[src/rtl/can_fcs_pkg.sv]
package can_fcs_pkg;

    localparam int TEC_W     = 9;
    localparam int REC_W     = 8;
    localparam int TEC_LIMIT = 256;
    localparam int REC_MAX   = (1 << REC_W) - 1;
    localparam int WARN_LO   = 96;
    localparam int WARN_HI   = 128;
    localparam int ADDR_W    = 3;

    localparam logic [ADDR_W-1:0] A_STATUS = 3'd0;
    localparam logic [ADDR_W-1:0] A_CTRL   = 3'd1;
    localparam logic [ADDR_W-1:0] A_IRQ    = 3'd2;
    localparam logic [ADDR_W-1:0] A_TEC_LO = 3'd3;
    localparam logic [ADDR_W-1:0] A_TEC_HI = 3'd4;
    localparam logic [ADDR_W-1:0] A_REC    = 3'd5;

    // control register, bit 5 down to bit 0
    typedef struct packed {
        logic glb_ie;
        logic mod_ie;
        logic sts_ie;
        logic err_ie;
        logic thr_sel;
        logic swinit;
    } ctrl_t;

    // status word, bit 7 down to bit 0
    typedef struct packed {
        logic       offbus;
        logic       warn;
        logic       wake;
        logic       rxs;
        logic       txs;
        logic [2:0] ecode;
    } status_t;

    typedef enum logic [1:0] {
        PH_ONLINE  = 2'd0,
        PH_RECOVER = 2'd1,
        PH_POWERUP = 2'd2
    } phase_e;

    // one step of a saturating up/down counter
    function automatic logic [TEC_W-1:0] step_cnt(
        input logic [TEC_W-1:0] v,
        input logic             up,
        input logic             dn,
        input logic [TEC_W-1:0] ceil
    );
        logic [TEC_W-1:0] r;
        r = v;
        if (up && !dn)
            r = (v >= ceil) ? ceil : v + 1'b1;
        else if (dn && !up)
            r = (v == '0) ? v : v - 1'b1;
        return r;
    endfunction

    function automatic logic warn_hit(
        input logic [TEC_W-1:0] tec,
        input logic [TEC_W-1:0] rec,
        input logic             sel
    );
        logic [TEC_W-1:0] thr;
        thr = sel ? TEC_W'(WARN_HI) : TEC_W'(WARN_LO);
        return (tec >= thr) || (rec >= thr);
    endfunction

endpackage

[src/rtl/can_fcs_errcnt.sv]
module can_fcs_errcnt
    import can_fcs_pkg::*;
(
    input  logic             clk,
    input  logic             rst,
    input  logic             tec_inc,
    input  logic             tec_dec,
    input  logic             rec_inc,
    input  logic             rec_dec,
    input  logic             hold,
    input  logic             wipe,
    output logic [TEC_W-1:0] tec_q,
    output logic [TEC_W-1:0] tec_n,
    output logic [REC_W-1:0] rec_q,
    output logic [REC_W-1:0] rec_n
);

    always_comb begin
        tec_n = tec_q;
        rec_n = rec_q;
        if (wipe) begin
            tec_n = '0;
            rec_n = '0;
        end else if (!hold) begin
            tec_n = step_cnt(tec_q, tec_inc, tec_dec, TEC_W'(TEC_LIMIT));
            rec_n = REC_W'(step_cnt(TEC_W'(rec_q), rec_inc, rec_dec,
                                    TEC_W'(REC_MAX)));
        end
    end

    always_ff @(posedge clk) begin
        if (rst) begin
            tec_q <= '0;
            rec_q <= '0;
        end else begin
            tec_q <= tec_n;
            rec_q <= rec_n;
        end
    end

endmodule

[src/rtl/can_fcs_recovery.sv]
module can_fcs_recovery
    import can_fcs_pkg::*;
#(
    parameter int RUN_BITS  = 11,
    parameter int RUN_COUNT = 128
) (
    input  logic clk,
    input  logic rst,
    input  logic enter,
    input  logic bit_stb,
    input  logic bit_lvl,
    output logic offbus,
    output logic done
);

    localparam int LEN_W = $clog2(RUN_BITS);
    localparam int CNT_W = $clog2(RUN_COUNT + 1);

    phase_e           phase_q;
    logic [LEN_W-1:0] len_q;
    logic [CNT_W-1:0] runs_q;
    logic             run_end;

    assign run_end = bit_stb && bit_lvl && (len_q == LEN_W'(RUN_BITS - 1));
    assign done    = (phase_q == PH_POWERUP) && run_end;
    assign offbus  = (phase_q != PH_ONLINE);

    always_ff @(posedge clk) begin
        if (rst) begin
            phase_q <= PH_ONLINE;
            len_q   <= '0;
            runs_q  <= '0;
        end else if (enter) begin
            phase_q <= PH_RECOVER;
            len_q   <= '0;
            runs_q  <= '0;
        end else if (phase_q != PH_ONLINE && bit_stb) begin
            if (!bit_lvl) begin
                len_q <= '0;
            end else if (run_end) begin
                len_q <= '0;
                if (phase_q == PH_RECOVER) begin
                    if (runs_q == CNT_W'(RUN_COUNT - 1)) begin
                        runs_q  <= '0;
                        phase_q <= PH_POWERUP;
                    end else begin
                        runs_q <= runs_q + 1'b1;
                    end
                end else begin
                    phase_q <= PH_ONLINE;
                end
            end else begin
                len_q <= len_q + 1'b1;
            end
        end
    end

endmodule

[src/rtl/can_fcs_irq.sv]
module can_fcs_irq
    import can_fcs_pkg::*;
(
    input  logic  clk,
    input  logic  rst,
    input  ctrl_t ctrl,
    input  logic  offbus_q,
    input  logic  offbus_n,
    input  logic  warn_q,
    input  logic  warn_n,
    input  logic  wake_q,
    input  logic  wake_n,
    input  logic  clr,
    output logic  pending
);

    logic gate, ev_off, ev_warn, ev_wake, set;

    assign gate    = ctrl.glb_ie && ctrl.mod_ie;
    assign ev_off  = ctrl.err_ie && offbus_n && !offbus_q;
    assign ev_warn = ctrl.err_ie &&
                     (ctrl.thr_sel ? (warn_n ^ warn_q) : (warn_n && !warn_q));
    assign ev_wake = ctrl.sts_ie && wake_q && !wake_n;
    assign set     = gate && (ev_off || ev_warn || ev_wake);

    always_ff @(posedge clk) begin
        if (rst)
            pending <= 1'b0;
        else if (set)
            pending <= 1'b1;
        else if (clr)
            pending <= 1'b0;
    end

endmodule

[src/rtl/can_fcs_unit.sv]
module can_fcs_unit
    import can_fcs_pkg::*;
#(
    parameter int RUN_BITS  = 11,
    parameter int RUN_COUNT = 128
) (
    input  logic       clk,
    input  logic       rst,
    input  logic       tec_inc,
    input  logic       tec_dec,
    input  logic       rec_inc,
    input  logic       rec_dec,
    input  logic       bit_stb,
    input  logic       bit_lvl,
    input  logic       siesta,
    input  logic       pdown,
    input  logic       ecode_stb,
    input  logic [2:0] ecode_in,
    input  logic       wr_en,
    input  logic [2:0] wr_addr,
    input  logic [7:0] wr_data,
    input  logic [2:0] rd_addr,
    output logic [7:0] rd_data,
    output logic [7:0] status,
    output logic       bus_en,
    output logic       irq
);

    ctrl_t            ctrl_q;
    status_t          st;
    logic             offbus, done, enter, offbus_n;
    logic             warn_q, warn_n, wake_q, wake_n;
    logic             rxs_q, txs_q;
    logic [2:0]       ecode_q;
    logic [TEC_W-1:0] tec_q, tec_n;
    logic [REC_W-1:0] rec_q, rec_n;
    logic             irq_clr;

    can_fcs_errcnt u_cnt (
        .clk     (clk),
        .rst     (rst),
        .tec_inc (tec_inc),
        .tec_dec (tec_dec),
        .rec_inc (rec_inc),
        .rec_dec (rec_dec),
        .hold    (offbus),
        .wipe    (done),
        .tec_q   (tec_q),
        .tec_n   (tec_n),
        .rec_q   (rec_q),
        .rec_n   (rec_n)
    );

    assign enter    = !offbus && (tec_n == TEC_W'(TEC_LIMIT));
    assign offbus_n = enter || (offbus && !done);

    can_fcs_recovery #(
        .RUN_BITS  (RUN_BITS),
        .RUN_COUNT (RUN_COUNT)
    ) u_rcv (
        .clk     (clk),
        .rst     (rst),
        .enter   (enter),
        .bit_stb (bit_stb),
        .bit_lvl (bit_lvl),
        .offbus  (offbus),
        .done    (done)
    );

    assign warn_n  = warn_hit(tec_n, TEC_W'(rec_n), ctrl_q.thr_sel);
    assign wake_n  = siesta || pdown;
    assign irq_clr = wr_en && (wr_addr == A_IRQ) && wr_data[0];

    can_fcs_irq u_irq (
        .clk      (clk),
        .rst      (rst),
        .ctrl     (ctrl_q),
        .offbus_q (offbus),
        .offbus_n (offbus_n),
        .warn_q   (warn_q),
        .warn_n   (warn_n),
        .wake_q   (wake_q),
        .wake_n   (wake_n),
        .clr      (irq_clr),
        .pending  (irq)
    );

    // control register with software-init handshake
    always_ff @(posedge clk) begin
        if (rst) begin
            ctrl_q <= '0;
        end else begin
            if (wr_en && wr_addr == A_CTRL) begin
                ctrl_q.glb_ie  <= wr_data[5];
                ctrl_q.mod_ie  <= wr_data[4];
                ctrl_q.sts_ie  <= wr_data[3];
                ctrl_q.err_ie  <= wr_data[2];
                ctrl_q.thr_sel <= wr_data[1];
                if (!offbus)
                    ctrl_q.swinit <= wr_data[0];
            end
            if (enter)
                ctrl_q.swinit <= 1'b0;
            else if (done)
                ctrl_q.swinit <= 1'b1;
        end
    end

    // status flags
    always_ff @(posedge clk) begin
        if (rst) begin
            warn_q  <= 1'b0;
            wake_q  <= 1'b0;
            rxs_q   <= 1'b0;
            txs_q   <= 1'b0;
            ecode_q <= '0;
        end else begin
            warn_q <= warn_n;
            wake_q <= wake_n;
            if (wr_en && wr_addr == A_STATUS) begin
                rxs_q <= wr_data[4];
                txs_q <= wr_data[3];
            end
            if (ecode_stb)
                ecode_q <= ecode_in;
        end
    end

    always_comb begin
        st.offbus = offbus;
        st.warn   = warn_q;
        st.wake   = wake_q;
        st.rxs    = rxs_q;
        st.txs    = txs_q;
        st.ecode  = ecode_q;
    end

    assign status = st;
    assign bus_en = !offbus && !ctrl_q.swinit;

    always_comb begin
        case (rd_addr)
            A_STATUS: rd_data = st;
            A_CTRL:   rd_data = {2'b00, ctrl_q};
            A_IRQ:    rd_data = {7'b0, irq};
            A_TEC_LO: rd_data = tec_q[7:0];
            A_TEC_HI: rd_data = 8'(tec_q >> 8);
            A_REC:    rd_data = rec_q;
            default:  rd_data = 8'h00;
        endcase
    end

endmodule

[config.mk]
export PLATFORM = sky130hd
export DESIGN_NAME = can_fcs_unit
export DESIGN_NICKNAME = d
export VERILOG_FILES = /design/src/rtl/can_fcs_pkg.sv /design/src/rtl/can_fcs_errcnt.sv /design/src/rtl/can_fcs_recovery.sv /design/src/rtl/can_fcs_irq.sv /design/src/rtl/can_fcs_unit.sv
export SDC_FILE = /design/constraint.sdc
export NUM_CORES = 1
export LEC_CHECK = 0
export BUFFER_PORTS_ARGS = -buffer_cell sky130_fd_sc_hd__buf_4
export CORE_MARGIN = 2
export CORE_UTILIZATION = 45
export CTS_CLUSTER_SIZE = 10
export DETAILED_ROUTE_END_ITERATION = 7
export PLACE_DENSITY = 0.65
export SLEW_MARGIN = 20
export SYNTH_ARGS = -nofsm -noshare
export SYNTH_HDL_FRONTEND = slang
export SYNTH_SLANG_ARGS = --single-unit
[constraint.sdc]
create_clock -name clk -period 10.64 [get_ports clk]
set_input_delay 2.128 -clock clk [delete_from_list [all_inputs] [get_ports clk]]
set_output_delay 2.128 -clock clk [all_outputs]
set_load 0.03 [all_outputs]
== Yosys cells after proc, flatten, opt, wreduce, memory -nomap -nowiden ==
Cells that the tools add are included.

* Register bits: 45
* Bits of input ports: 29
* Output and inout bits: 18
* Logic and storage cells: 125

* Add/subtract/negate cells: 6
* Magnitude comparators: 4
* Eq/ne operators: 15
* Multiplexer cells: 29
* Bitwise operators: 1
* Reductions and logical operators: 52

{| class="wikitable"
|+ Operators by type and width
! kind !! number
|-
| 2-to-1 mux 8 bit || 8
|-
| 2-to-1 mux 9 bit || 6
|-
| case mux 8 bit (6 select lines) || 1
|-
| logical AND 1 bit || 23
|-
| adder 8 x 1 -> 8 bit, second input constant || 2
|-
| AND reduction 4 bit || 3
|-
| nonzero test 2 bit || 6
|-
| 2-to-1 mux 1 bit || 10
|-
| adder 9 x 1 -> 9 bit, second input constant || 1
|-
| equality test 3 x 2 -> 1 bit, second input constant || 3
|-
| equality test 9 bit, second input constant || 1
|-
| >= comparator 9 x 8 -> 1 bit || 1
|-
| >= comparator 9 bit, second input constant || 1
|-
| zero test 1 bit || 9
|-
| zero test 9 bit || 1
|-
| subtractor 9 x 1 -> 9 bit, second input constant || 1
|-
| equality test 8 x 7 -> 1 bit, second input constant || 1
|-
| >= comparator 8 bit || 1
|-
| >= comparator 8 bit, second input constant || 1
|-
| zero test 8 bit || 1
|-
| 2-to-1 mux 4 bit || 2
|-
| subtractor 8 x 1 -> 8 bit, second input constant || 1
|-
| equality test 3 x 1 -> 1 bit, second input constant || 2
|-
| equality test 3 bit, second input constant || 2
|-
| other kinds (13) || 19
|}

== Longest topological paths before layout ==
Gate-level depths: netlist of run 1.

* Depth in word-level cells: 15
* Mapped depth: 22
* Gate-level depth less buffers: 21

== Cells and area by module ==
Synthesis of run 1 repeated with hierarchy kept, for this count alone.

* Cells, all modules: 480
* Area, all modules: 3,713.6 µm²

{| class="wikitable"
|+ By module, submodules not included
! module !! instances !! cells each !! area each (µm²) !! sequential area each (µm²)
|-
| can_fcs_errcnt || 1 || 257 || 1,875.5 || 340.3
|-
| can_fcs_unit || 1 || 123 || 1,006.0 || 260.2
|-
| can_fcs_recovery || 1 || 88 || 732.0 || 280.3
|-
| can_fcs_irq || 1 || 12 || 100.1 || 20.0
|}

== Worst setup path after synthesis of run 1 ==
No wires, ideal clock.

* Path kind: input to output
* Start: in rd_addr[1]
* End: out rd_data[7]
* Data arrival time: 3,521 ps
* Data required time: 8,512 ps
* Path slack: 4,991 ps
* Stages on the path: 5
* Buffers on the path: 2
* Cell sequence: clkbuf_1 and2_1 clkbuf_1 a22oi_1 o21ai_0

* Longest elaborated chain between the ends: 2
* Elaborated cells on any way between the ends: 7
* Classes of those cells: eq/ne (5); mux (1); reduce/logical (1)

{| class="wikitable"
|+ RTL lines
! what !! RTL line !! source
|-
| from (decl) || can_fcs_unit.sv:22 || <nowiki>input logic [2:0] rd_addr,</nowiki>
|-
| equality test 3 bit, or another cell as far along || can_fcs_unit.sv:142 || <nowiki>case (rd_addr)</nowiki>
|-
| case mux 8 bit (6 select lines) * || can_fcs_unit.sv:142 ||
|-
| to (decl) || can_fcs_unit.sv:23 || <nowiki>output logic [7:0] rd_data,</nowiki>
|}

Every way passes the cells marked *; elsewhere a longest branch is shown, timed or not.

== Worst setup path in the final report of run 1 ==
* Start: in rd_addr[1]
* End: out rd_data[0]

The elaborated chain is that of the path after synthesis.

==> impl_metrics.yaml, run 1 <==
global_route:
  grt_max_degree: 30
  grt_pass1_wl_um: 15300
  antenna_found_initial: 0
  gr-total-overflow: 0
  grt_pass1_vias: 3094
  globalRouteTotalUtil_pct: 22.0
timing:
  tns_ns: 0
  relSlewSlack_pct: 42.2
  finalHoldViolCount: 0
  fmax_ghz: 0.185
  finalCriticalPeriod_ns: 5.40
  rsz0062_at_grt: "no"
  fin_worst_skew_ns: 0.00549
  setup_violations: 0
  tightest_slew_ns: 0.866
  final_min_period_over_clock_period_pct: 50.8
  slew_viol_final: 0
setup_path:
  r2r_cells: 19
  crit_type: "in -> out"
  crit_fanout: 11
  crit_slowest_cell: "mux4_2"
  rrSetupSlack_ns: 6.60
  critPathLaunchType: "primary input"
  rr_endpoint: "u_irq.pending"
  path_cells: "buf_4 -> mux4_2 -> mux2_2 -> buf_4"
  cp_data_arrival_time_ns: 3.27
  required_ns: 8.51
  cp-end-kind: "output pin"
  reg2reg_from: "u_rcv.phase_q[1]"
  slowest_delay_ns: 0.51
  crit_top_cell: "buf_4"
clock_tree:
  post-cts-setup-buffers: 0
  ctsHoldBuffers: 0
  cts-htree-levels: 2
  clkTransAtPathRegs_ns: 0.09
  cts_root_buffer: "clkbuf_8"
  clockBufferDepth: 2
  cts_inserted_buffers: 5
  clk_latency_ns: 0.30
  cts.sinks: 45
  cts.repair.resized: 0
  cts_tree: "built"
floorplanning:
  dieArea_um2: 8340
  die_w_um: 91.3
  core_area_um2: 7330
  rows: 31
  die_h_um: 91.3
  start_util_pct: 46.8
  io_pins: 47
routing:
  antenna_left: 0
  drc: 0
  drt_iter0_markers: 289
  drt-total-wl_um: 9140
  routedWlPerCell_um: 15.9
  viasPerCell: 6.07
  vias: 3476
  dr.pass1.iters: 5
power_and_ir_drop:
  p_int_uw: 324
  combPwrFrac_pct: 33.8
  p_leak_nw: 1.52
  p_sw_share_pct: 36.9
  switchingPower_uw: 190
  p_per_area_nw_per_um2: 133
  p_seq_share_pct: 40.6
  clkPwrFrac_pct: 25.6
  ir_worst_vdd_mv: 0.0660
synthesis:
  ys_dominant_reg_cell: "dfxtp_1"
  syn_area_um2: 3430
  postSynthCellCount: 453
  yosys_warnings: 0
  synth_area_per_cell_um2: 7.57
  synth-async-reset-ratio_pct: 0
  synth.distinct_cells: 75
  ys_seq_area_share_pct: 26.3
  synthesis.nets: 498
  synth-seq-cells: 45
  synth-edff-count: 0
flow_run:
  cap_violations: 0
status:
  outcome: "finished, final reports clean"
placement:
  place_hpwl_um: 6680
  port-buffer-count: 44
  place_congestion: 0.848
  dp.cells: 565
hold_path:
  hold-path-endpoint: "u_irq.pending"
  hold_path_class: "reg -> reg"
  hp-start: "ctrl_q[2]"
  whs_path_depth: 2
final_layout:
  drive_above_1_share_pct: 15.8
  layout.cells.non_filler: 573
  antenna_cells: 0
  syn_to_final_growth_pct: 12.6
  fin_nets: 518
critical path, delay by kind of cell:
kind                   cells  cell delay (ns)
multiplexers               2             0.81
buffers and inverters      2             0.33
synthesized netlist by cell type, types with 3 or more instances:
| master | number | area (um^2) |
|---|---|---|
| a211oi_1 | 5 | 37.5 |
| a21oi_1 | 28 | 140 |
| a22oi_1 | 3 | 22.5 |
| a31oi_1 | 6 | 37.5 |
| and2_1 | 8 | 50.1 |
| and3_1 | 6 | 37.5 |
| buf_1 | 3 | 11.3 |
| buf_2 | 4 | 20.0 |
| buf_4 | 6 | 45.0 |
| clkbuf_1 | 21 | 78.8 |
| dfxtp_1 | 45 | 901 |
| ha_1 | 16 | 200 |
| inv_1 | 15 | 56.3 |
| mux2i_1 | 19 | 190 |
| nand2_1 | 36 | 135 |
| nand2b_1 | 5 | 31.3 |
| nand3_1 | 14 | 70.1 |
| nand3b_1 | 3 | 22.5 |
| nand4_1 | 10 | 62.6 |
| nand4b_1 | 3 | 26.3 |
| nor2_1 | 63 | 236 |
| nor2b_1 | 6 | 37.5 |
| nor3_1 | 13 | 65.1 |
| nor4_1 | 3 | 18.8 |
| nor4b_1 | 3 | 26.3 |
| o211ai_1 | 6 | 45.0 |
| o21a_1 | 5 | 37.5 |
| o21ai_0 | 33 | 165 |
| o22ai_1 | 3 | 18.8 |
| or3_1 | 3 | 18.8 |
| or3b_2 | 3 | 26.3 |
| or4b_1 | 3 | 30.0 |
| xor2_1 | 3 | 26.3 |
worst max path at each step:
stage / cells past startpoint / slack, ns / endpoint / start
after floorplan: 5 / 4.99 / rd_data[7] / rd_addr[1]
after global placement: 18 / 5.01 / u_irq.pending / rec_inc
after detailed placement: 18 / 5.05 / u_irq.pending / rec_inc
after CTS: 4 / 5.25 / rd_data[0] / rd_addr[1]
after global routing: 19 / 4.95 / u_irq.pending / rec_inc
final: 4 / 5.24 / rd_data[0] / rd_addr[1]
area by class of cell:
cell class,count,area (um^2)
timing repair buffer,47,353
clock inverter,2,38.8
tap,99,124
sequential,45,901
clock buffer,6,72.6
fill,720,3470
inverter,15,56.3
multi-input combinational,359,2320
flip-flops by register name, indices dropped and copies added (netlist names):
register and cells:
u_rcv.phase_q 2, rxs_q 1, ctrl_q 6, u_irq.pending 1, ecode_q 3, warn_q 1
u_rcv.len_q 4, wake_q 1, u_rcv.runs_q 8, u_cnt.tec_q 9, u_cnt.rec_q 8, txs_q 1
power by group through the flow:
stage               sequential, mW  clock (mW)  combinational, mW
floorplan                    0.196           0              0.140
global placement             0.211           0              0.169
detailed placement           0.212           0              0.171
CTS                          0.208       0.135              0.172
global route                 0.211       0.140              0.195
finish                       0.209       0.132              0.174
logic make-up after synthesis:
kind of cell	count (synthesis)	synth area share, %
simple gates	199	31.0
compound gates	118	22.9
buf+inv	49	6.16
flops	45	26.3
mux	21	6.53
fa+ha+maj	16	5.84
xor+xnor	5	1.28
through the flow:
stage                     util [%]  hold WS [ns]  cell area [um^2]  worst slack, ns  power, mW
after floorplan                  -         0.460              3430             4.99      0.336
after detailed placement      51.2         0.492              3750             5.05      0.383
after CTS                     52.7         0.504              3860             5.25      0.515
after global placement        51.2         0.484              3750             5.01      0.380
after global routing          52.7         0.526              3860             4.95      0.547
final                         52.7         0.510              3860             5.24      0.514
per-layer routing:
layer | track usage, % | part of all wire [%]
met4 | 5.93 | 1.1
met3 | 4.23 | 8.3
met2 | 33.2 | 44
met5 | 0 | 0
met1 | 32.0 | 46
cells in the final DEF, fill, tap and decap left out, drive strengths merged, types with 5 or more instances in the layout:
master / Yosys / layout
and2: 9 / 9
ha: 16 / 16
nand2b: 5 / 5
clkbuf: 21 / 6
o211ai: 6 / 6
nand3: 14 / 14
nor2: 63 / 63
o21a: 5 / 5
mux2i: 19 / 19
a21oi: 29 / 29
nor3: 14 / 14
nand4: 10 / 10
nor2b: 6 / 6
buf: 13 / 47
o21ai: 34 / 34
inv: 15 / 15
and3: 7 / 7
a31oi: 6 / 6
a211oi: 5 / 5
dfxtp: 45 / 45
nand2: 36 / 36
No activity file was read; power rests on OpenSTA's default activity.
==> inputs of run 2 (changes only) <==
==> constraint.sdc (replaced) <==
create_clock -name clk -period 5.1 [get_ports clk]
set_input_delay 1.02 -clock clk [delete_from_list [all_inputs] [get_ports clk]]
set_output_delay 1.02 -clock clk [all_outputs]
set_load 0.03 [all_outputs]
==> run 2 against run 1 <==
Net effect: combinational power grew 110%; power grew 110%; clock power grew 110%; register-to-register slack lost 5.4 ns; sequential share of layout area shrank 0.14 points; setup slack lost 4.4 ns; critical endpoint is now u_irq.pending; largest power group unchanged.
==> impl_metrics.yaml, run 2 (same netlist as run 1, synthesis figures left out) <==
status:
  outcome: "finished, final reports clean"
setup_path:
  cp_data_arrival_time_ns: 4.48
  cp-end-kind: "flop"
  crit_type: "in -> reg"
  crit_fanout: 8
  critPathLaunchType: "primary input"
  required_ns: 5.33
routing:
  antenna_left: 0
  dr.pass1.iters: 5
  drt-total-wl_um: 9230
  routedWlPerCell_um: 16.0
  drc: 0
  viasPerCell: 6.02
  vias: 3469
  drt_iter0_markers: 267
final_layout:
  largest_reg_flops: 9
  regMostFlops: "u_cnt.tec_q"
  fillCellCount: 713
  final_util_pct: 53.0
  design_area_um2: 3890
  antenna_cells: 0
  fin_nets: 521
  drive_above_1_share_pct: 16.4
  final_cell_mix: "nor2_1, buf_4, dfxtp_1"
  syn_to_final_growth_pct: 13.3
  final_common_cell: "nor2_1"
  largest_registers: "u_cnt.tec_q: 9 flops, u_cnt.rec_q: 8 flops, u_rcv.runs_q: 8 flops"
timing:
  relSlewSlack_pct: 51.7
  fmax_ghz: 0.235
  rsz0062_at_grt: "no"
  finalCriticalPeriod_ns: 4.26
  setup_violations: 0
  tightest_slew_ns: 0.715
  final_min_period_over_clock_period_pct: 83.5
  fin_worst_skew_ns: 0.0104
  tns_ns: 0
  slew_viol_final: 0
  finalHoldViolCount: 0
clock_tree:
  cts-htree-levels: 2
  ctsHoldBuffers: 0
  cts_tree: "built"
  clockBufferDepth: 2
  clk_latency_ns: 0.30
  cts.repair.resized: 0
  post-cts-setup-buffers: 0
  cts_inserted_buffers: 5
  cts_root_buffer: "clkbuf_8"
  clkTransAtPathRegs_ns: 0.09
  cts.sinks: 45
floorplanning:
  start_util_pct: 46.8
  die_w_um: 91.3
  dieArea_um2: 8340
  die_h_um: 91.3
  io_pins: 47
  core_area_um2: 7330
  rows: 31
placement:
  place_congestion: 0.891
  placed_cell_area_um2: 3770
  place_hpwl_um: 6720
  port-buffer-count: 44
power_and_ir_drop:
  ir_worst_vdd_mv: 0.149
  p_leak_nw: 1.53
  p_per_area_nw_per_um2: 278
hold_path:
  hold_path_class: "reg -> reg"
global_route:
  antenna_found_initial: 0
  grt_max_degree: 30
  grt_pass1_wl_um: 15400
  gr-total-overflow: 0
  globalRouteTotalUtil_pct: 22.3
  grt_pass1_vias: 3183
flow_run:
  cap_violations: 0
[run 2: cell types whose count changed in the layout (fill, tap and decap cells not counted)]
cell,previous run,this run
buf_4,47,50
[run 2: path summary, 6_finish.rpt]
check                                     from  depth (start not counted)  slack (ns)              to
worst max-delay path                   rec_inc                         18        0.84   u_irq.pending
worst min-delay path            u_rcv.len_q[3]                          2        0.51  u_rcv.len_q[3]
worst max register to register  u_cnt.rec_q[0]                         20        1.16   u_irq.pending
worst min register to register  u_rcv.len_q[3]                          2        0.51  u_rcv.len_q[3]
[run 2: metal layers]
| metal | GRT usage [%] | vias up | share of wire, % |
|---|---|---|---|
| met5 | 0 | - | 0 |
| met4 | 7.20 | 0 | 1.7 |
| met3 | 2.82 | 15 | 6.2 |
| met2 | 34.5 | 123 | 44 |
| met1 | 32.2 | 1638 | 48 |
| li1 | - | 1693 | - |
[run 2: layout make-up]
class | instances | area (um^2) | area share, %
Sequential cell | 45 | 901 | 23.2
Timing Repair Buffer | 50 | 375 | 9.66
Multi-Input combinational cell | 359 | 2320 | 59.7
Inverter | 15 | 56.3 | 1.45
Clock inverter | 2 | 38.8 | 0.998
Tap cell | 99 | 124 | 3.19
Clock buffer | 6 | 72.6 | 1.87
[run 2: stage by stage]
step	cells	power (mW)	setup WS (ns)	hold WS, ns
after floorplan	453	0.702	1.14	0.460
final	576	1.08	0.844	0.508
after global routing	576	1.14	0.430	0.546
after detailed placement	568	0.798	0.613	0.494
after CTS	576	1.08	0.907	0.509
after global placement	568	0.793	0.610	0.485
[run 2: report_power, final]
| part | total [mW] | internal, mW | leakage (nW) | switching [mW] |
|---|---|---|---|---|
| combinational | 0.365 | 0.155 | 1.11 | 0.209 |
| clock | 0.279 | 0.147 | 0.0554 | 0.132 |
| sequential | 0.435 | 0.376 | 0.366 | 0.0584 |
[run 2: critical path, stage by stage]
cell	delay, ns
buf_4	0.14
nor4b_1	0.65
nand4_1	0.19
xor2_1	0.18
o21ai_0	0.16
o41ai_1	0.10
a211oi_1	0.32
ha_1	0.18
and3_1	0.18
o221a_1	0.17
o211ai_1	0.10
or3_4	0.42
nand2_1	0.08
ha_1	0.22
nand2_1	0.06
o211a_1	0.15
o21ai_0	0.07
o31ai_1	0.07
